`config.mk`:
```
export PLATFORM = sky130hd
export DESIGN_NAME = slot_irq_aggregator
export DESIGN_NICKNAME = d
export VERILOG_FILES = /design/src/rtl/slot_irq_aggregator.sv
export SDC_FILE = /design/constraint.sdc
export NUM_CORES = 1
export LEC_CHECK = 0
export BUFFER_PORTS_ARGS = -buffer_cell sky130_fd_sc_hd__buf_2
export CAP_MARGIN = 20
export CORE_ASPECT_RATIO = 1.75
export CORE_MARGIN = 2
export CORE_UTILIZATION = 30
export CTS_BUF_LIST = sky130_fd_sc_hd__clkbuf_4 sky130_fd_sc_hd__clkbuf_8
export DETAILED_ROUTE_END_ITERATION = 8
export PLACE_DENSITY_LB_ADDON = 0.12
export SKIP_LAST_GASP = 1
export SYNTH_ARGS = -nofsm -noshare
export SYNTH_HDL_FRONTEND = slang
export SYNTH_SLANG_ARGS = --single-unit
```
`constraint.sdc`:
```
create_clock -name clk_i -period 4.68 [get_ports clk_i]
set_input_delay 0.468 -clock clk_i [delete_from_list [all_inputs] [get_ports clk_i]]
set_output_delay 0.468 -clock clk_i [all_outputs]
set_load 0.01 [all_outputs]
```
`src/rtl/slot_irq_aggregator.sv`:
```
module slot_irq_aggregator #(
  parameter int SLOTS = 4,
  parameter int LINES = 16
) (
  input  logic        clk_i,
  input  logic        rst_ni,
  input  logic        wr_en_i,
  input  logic [3:0]  addr_i,
  input  logic [15:0] wdata_i,
  output logic [15:0] rdata_o,
  input  logic [SLOTS*LINES-1:0] req_i,
  output logic        irq_o
);
  localparam int REQW = SLOTS * LINES;
  localparam int SW   = (SLOTS > 1) ? $clog2(SLOTS) : 1;
  localparam int LW   = $clog2(LINES);

  logic [15:0]      cfg_q;
  logic             mode_q, len_q, msken_q;
  logic [SLOTS-1:0] gmask_q;
  logic [REQW-1:0]  mask_q;
  logic [REQW-1:0]  status;
  logic [SLOTS-1:0] pend, eff;
  logic [SW-1:0]    sel;
  logic [LW-1:0]    line;
  logic [LINES-1:0] sel_word;
  logic [7:0]       ack;

  assign status = req_i & ~mask_q;

  for (genvar s = 0; s < SLOTS; s++) begin : g_pend
    assign pend[s] = |status[s*LINES +: LINES];
  end

  assign eff = pend & ~(msken_q ? gmask_q : '0);

  always_comb begin
    sel = '0;
    for (int s = SLOTS - 1; s >= 0; s--)
      if (eff[s]) sel = SW'(s);
    sel_word = status[sel*LINES +: LINES];
    line = '0;
    for (int b = LINES - 1; b >= 0; b--)
      if (sel_word[b]) line = LW'(b);
    if (eff == '0 || sel_word == '0) ack = 8'hFF;
    else ack = 8'((32'(sel) + 1) * 16 + 32'(line) + 1);
  end

  assign irq_o = mode_q ? |eff : (len_q & |req_i);

  always_ff @(posedge clk_i) begin
    if (!rst_ni) begin
      cfg_q   <= '0;
      mode_q  <= 1'b0;
      len_q   <= 1'b0;
      msken_q <= 1'b0;
      gmask_q <= '0;
      mask_q  <= '1;
    end else if (wr_en_i) begin
      if (addr_i == 4'd0) cfg_q <= wdata_i;
      if (addr_i == 4'd1) begin
        mode_q  <= wdata_i[4];
        len_q   <= wdata_i[5];
        msken_q <= wdata_i[6];
        gmask_q <= wdata_i[8 +: SLOTS];
      end
      if (addr_i[3:2] == 2'b01 && 32'(addr_i[1:0]) < SLOTS)
        mask_q[32'(addr_i[1:0])*LINES +: LINES] <= wdata_i[LINES-1:0];
    end
  end

  always_comb begin
    rdata_o = '0;
    case (addr_i[3:2])
      2'b00: begin
        if (addr_i[1:0] == 2'd0) rdata_o = cfg_q;
        if (addr_i[1:0] == 2'd1) begin
          rdata_o[SLOTS-1:0]  = eff;
          rdata_o[4]          = mode_q;
          rdata_o[5]          = len_q;
          rdata_o[6]          = msken_q;
          rdata_o[8 +: SLOTS] = gmask_q;
        end
        if (addr_i[1:0] == 2'd2) rdata_o = {8'h00, ack};
      end
      2'b01:
        if (32'(addr_i[1:0]) < SLOTS)
          rdata_o[LINES-1:0] = mask_q[32'(addr_i[1:0])*LINES +: LINES];
      2'b10:
        if (32'(addr_i[1:0]) < SLOTS)
          rdata_o[LINES-1:0] = status[32'(addr_i[1:0])*LINES +: LINES];
      default: rdata_o = '0;
    endcase
  end

  p_irq_needs_vector_r8: assert property (@(posedge clk_i) disable iff (!rst_ni)
    (mode_q && irq_o) |-> (ack != 8'hFF));
  p_legacy_needs_req_r9: assert property (@(posedge clk_i) disable iff (!rst_ni)
    (!mode_q && irq_o) |-> (req_i != '0));
  p_idle_vector_r7: assert property (@(posedge clk_i) disable iff (!rst_ni)
    (eff == '0) |-> (ack == 8'hFF));
  p_busy_vector_r4: assert property (@(posedge clk_i) disable iff (!rst_ni)
    (eff != '0) |-> (ack != 8'hFF));
  p_mask_holds_r11: assert property (@(posedge clk_i) disable iff (!rst_ni)
    !wr_en_i |=> $stable(mask_q));
endmodule

```
Word-level counts from Yosys, hierarchy flattened
Index checks and enable logic that the tools add are counted.

Register bits: 87. Bits of input ports: 87. Logic and storage cells: 69.

Add/sub/neg operators: 4. Equality and inequality tests: 5. Shift operators: 5. Mux-type cells: 29. Bitwise operators: 5. Reduce and logical (&&, ||, !) cells: 15.

Operators by type and width (count): $shiftx A64 B7 Y16 (3); $mux W4 (18); $and A64 B64 Y64 (1); $bwmux W64 (1); $not A64 Y64 (1); $reduce_or A16 Y1 (4); $reduce_or A64 Y1 (1); $shift A16 B34 Y64 const A (1); $shiftx A16 B34 Y64 (1); $pmux W16 S3 (1); $neg A6 Y34 (1); $mux W16 (2); $logic_not A16 Y1 (1); $add A7 B4 Y8 (1); $add A8 B1 Y8 const B (1); $logic_not A4 Y1 (2); $mux W2 (4); $mux W8 (1); $mux W7 (1); $reduce_and A2 Y1 (3); $and A4 B4 Y4 (1); $eq A2 B1 Y1 const B (2); $eq A2 B2 Y1 const B (2); $eq A4 B1 Y1 const B (1); other kinds (7) (8).

Depth between registers and ports, before layout
Word-level depth: 30. Depth in mapped cells: 17.

Least setup slack after synthesis
Ideal clock, no wire load.

Path kind: input -> output. From: input port req_i[23]. To: output port rdata_o[6]. Arrival: 3717 ps. Data required time: 4212 ps. Slack: 495 ps. Stages on the path: 16. Buffers on the path: 1. Cell sequence: nor2b_1 -> nor4_2 -> nand4_1 -> and2_1 -> or3_4 -> inv_6 -> buf_8 -> mux2i_1 -> mux2i_4 -> nor3_1 -> a31oi_4 -> a311oi_1 -> ha_1 -> nand3_1 -> xor2_1 -> a311oi_1.

Word-level cells in the longest chain between the ends: 27.

Ends and longest elaborated chain: from (decl) (line 11) `input logic [SLOTS*LINES-1:0] req_i,`; $and A64 B64 Y64 (*) (line 29) `assign status = req_i & ~mask_q;`; $reduce_or A16 Y1 (line 32) `assign pend[s] = |status[s*LINES +: LINES];`; $and A4 B4 Y4 (line 35) `assign eff = pend & ~(msken_q ? gmask_q : '0);`; $mux W2 (2 in a row) (line 40) `if (eff[s]) sel = SW'(s);`; $shiftx A64 B7 Y16 (line 41) `sel_word = status[sel*LINES +: LINES];`; $mux W4 (16 in a row) (line 44) `if (sel_word[b]) line = LW'(b);`; $add A7 B4 Y8 (line 46) `else ack = 8'((32'(sel) + 1) * 16 + 32'(line) + 1);`; $add A8 B1 Y8 (line 46); $mux W8 (*) (line 45) `if (eff == '0 || sel_word == '0) ack = 8'hFF;`; $mux W16 (*) (line 84) `if (addr_i[1:0] == 2'd2) rdata_o = {8'h00, ack};`; $pmux W16 S3 (*) (line 74) `case (addr_i[3:2])`; to (decl) (line 10) `output logic [15:0] rdata_o,`.

Every way passes the cells marked *; elsewhere a longest branch is shown, timed or not.

Worst setup path after layout
From: register mask_q[35]. To: output port rdata_o[6].

Word-level cells in the longest chain between the ends: 29.

Ends and longest elaborated chain: from (decl) (line 21) `logic [REQW-1:0] mask_q;`; from (signal, indexed assignment) (line 68) `mask_q[32'(addr_i[1:0])*LINES +: LINES] <= wdata_i[LINES-1:0];`; $not A64 Y64 (*) (line 29); $and A64 B64 Y64 (*) (line 29); $reduce_or A16 Y1 (line 32); $and A4 B4 Y4 (line 35); $mux W2 (3 in a row) (line 40); $shiftx A64 B7 Y16 (line 41); $mux W4 (16 in a row) (line 44); $add A7 B4 Y8 (line 46); $add A8 B1 Y8 (line 46); $mux W8 (*) (line 45); $mux W16 (*) (line 84); $pmux W16 S3 (*) (line 74).

Marks and branches as above.

==> flow_metrics.env <==
export IMPL_status="finished clean"
export IMPL_relSlewSlack_pct=38.8
export IMPL_crit_arrival_ps=4150
export IMPL_leakage_nw=3.97
export IMPL_cts_reportedPaths_clkPinSlew_ps=90
export IMPL_endpoint_kind="primary output"
export IMPL_cts_path_max_buffers=2
export IMPL_hold_buffers=0
export IMPL_synth_xor_area_share_pct=0.262
export IMPL_required_ps=4210
export IMPL_peakVddDrop_mv=0.176
export IMPL_setup_violations=0
export IMPL_port_buffers=103
export IMPL_muxShareOfSynthArea_pct=18.2
export IMPL_diodes=0
export IMPL_yosysSeqAreaShare_pct=26.0
export IMPL_layout_common_cells="nand2_1, buf_4, buf_2"
export IMPL_critPathMostFrequentCell="buf_4"
export IMPL_cts_sinks=87
export IMPL_power_density_mw_per_mm2=264
export IMPL_grt_max_degree=55
export IMPL_ys_seq_elements=87
export IMPL_vias=7316
export IMPL_rows=72
export IMPL_cp_buffers_inverters=5
export IMPL_crit_fanout=8
export IMPL_drtPass1Iterations=5
export IMPL_rsz0062_at_grt="yes"
export IMPL_regArea_sq_mm=0.00179
export IMPL_avgRoutedWirePerCell_um=24.5
export IMPL_crit_chain="nor2b_2 -> nor4_4 -> buf_4 -> nand4_4 -> a22oi_2 -> or3_4 -> inv_12 -> buf_6 -> buf_4 -> o311ai_4 -> a22oi_4 -> a31oi_4 -> a311oi_2 -> ha_4 -> nand3_2 -> xor2_1 -> a311oi_1 -> buf_2"
export IMPL_ios=104
export IMPL_insertion_delay_ps=350
export IMPL_layout_drive_gt1_share_pct=43.4
export IMPL_hp_class="input pin to flip-flop"
export IMPL_ys_warn_count=0
export IMPL_grt_pass1_wl_mm=48.0
export IMPL_h_tree_depth=3
export IMPL_gp_congestion=0.985
export IMPL_final_antenna_net_count=0
export IMPL_first_global_vias=7432
export IMPL_multi_input_area_sq_mm=0.00497
export IMPL_antenna_found_initial=0
export IMPL_achievable_frequency_mhz=217
export IMPL_drc=0
export IMPL_synthAdderAreaFrac_pct=2.62
export IMPL_synthesis_nets=913
export IMPL_synth_edf_count=0
export IMPL_crit_type="flip-flop to primary output"
export IMPL_period_share_pct=98.7
export IMPL_die_w_um=117
export IMPL_start_kind="flip-flop"
export IMPL_synth_area_per_cell_sq_um=8.23
export IMPL_synth_top_family_by_area="simple AND/OR/NAND/NOR gates"
export IMPL_finalNetCount=1153
export IMPL_synth_cells=812
export IMPL_synth_area_sq_mm=0.00669
export IMPL_drt_wl_total_mm=33.2
export IMPL_report_final_slew_viol_count=0
export IMPL_viasPerCell=5.41
export IMPL_layout_commonest_cell="nand2_1"
export IMPL_fin_tns_setup_ps=0
export IMPL_ys_flop_type="dfxtp_1"
export IMPL_die_area_sq_mm=0.0235
export IMPL_critical_path_slowest_cell="or3_4"
export IMPL_yosys_area_share_simple_pct=34.7
export IMPL_track_usage_pct=28.4
export IMPL_timing_hold_ws_ps=425
export IMPL_drt_iter0_drc=588
export IMPL_gr_total_overflow=0
export IMPL_cts_buffers_inserted=9
export IMPL_skew_ps=0
export IMPL_cts_root_buf="clkbuf_8"
export IMPL_cap_violations=0
export IMPL_async_reset_ff_share_pct=0
export IMPL_core_area_sq_mm=0.0220
export IMPL_syn2layout_area_growth_pct=39.0
export IMPL_cts_tree="done"
export IMPL_final_min_clock_period_ps=4620
export IMPL_max_stage_delay_ps=500
export IMPL_crit_family="compound AO/OA/AOI/OAI gates"
export IMPL_final_hold_violation_count=0
export IMPL_start_util_pct=30.4
export IMPL_synth_cell_types=75
export IMPL_worst_pin_slew_ps=916
export IMPL_fill_cells=2324
export IMPL_synth_compound_area_share_pct=13.6
export IMPL_hpwl_mm=27.0
export IMPL_die_h_um=201
==> synth_stat cells, drive strengths merged (11+ instances only) <==
library cell | number | area, sq um
mux2i | 34 | 353
o211ai | 17 | 133
inv | 17 | 76.3
a21boi | 16 | 120
nor4 | 34 | 294
nand3 | 77 | 390
nor2b | 72 | 468
mux4 | 31 | 698
a21oi | 20 | 100
o21ai | 11 | 66.3
ha | 14 | 175
clkbuf | 39 | 146
nor2 | 20 | 75.1
a22oi | 14 | 138
nand2 | 202 | 758
dfxtp | 87 | 1740
mux2 | 15 | 169
==> report_power, final <==
| part | leakage (nW) | internal (mW) | switching [mW] | total [mW] |
|---|---|---|---|---|
| logic | 3.17 | 0.525 | 0.590 | 1.12 |
| registers | 0.691 | 0.755 | 0.0162 | 0.771 |
| clock network | 0.110 | 0.303 | 0.264 | 0.567 |
==> registers in the layout, summed over array words and instances, names as in the netlist <==
signal and cells:
cfg_q 16, gmask_q 4, len_q 1, mask_q 64, mode_q 1, msken_q 1
==> cells by family after synthesis <==
logic type	Yosys count
and+or+nand+nor	451
adders and majority gates	14
DFF	87
xor gates and xnor gates	2
AOI/OAI and AO/OA	114
muxes	80
buffers and inverters	64
==> worst min-delay path, stage by stage <==
cell	delay, ps
buf_2	140
nand2_1	60
nand3_1	60
==> repair_timing <==
action | 4_1_cts | 5_1_grt
setup buffers | 2 | 8
endpoints found under the setup margin | 5 | 6
pin swaps | 11 | 32
gates cloned | 1 | 0
gates resized for setup | 18 | 97
==> layout make-up <==
type / count / share of cell area (%)
Multi-Input combinational cell: 661 / 53.5
Sequential cell: 87 / 19.3
Timing Repair Buffer: 275 / 19.9
Clock buffer: 14 / 1.94
Tap cell: 296 / 3.99
Inverter: 17 / 0.902
Timing Repair inverter: 1 / 0.121
Clock inverter: 2 / 0.404
==> stage by stage <==
step                instances  total power, mW  util [%]  worst slack [ps]  area, sq um
floorplan                 812             1.32         -               495         6690
global placement         1327             1.74      39.2              -103         8610
detailed placement       1327             1.74      39.2              -127         8610
CTS                      1346             2.36      40.6              12.3         8920
global route             1353             2.57      42.3              -169         9290
finish                   1353             2.45      42.3              61.5         9290
==> final timing paths <==
check                            startpoint    endpoint  slack (ps)  cells past startpoint
worst max register to register   gmask_q[0]  gmask_q[0]        3800                      3
worst max-delay path             mask_q[35]  rdata_o[6]          60                     18
worst min register to register    cfg_q[11]   cfg_q[11]         480                      2
worst min-delay path            wdata_i[13]  mask_q[13]         430                      3
==> metal layers <==
metal	GRT usage (%)	wire [um]	vias up
met5	0	0	-
met4	23.9	3450	0
met3	1.81	1240	99
met2	45.9	15800	267
met1	33.5	12700	3537
li1	-	-	3413
Note: power is estimated with default switching activity, not from simulation.
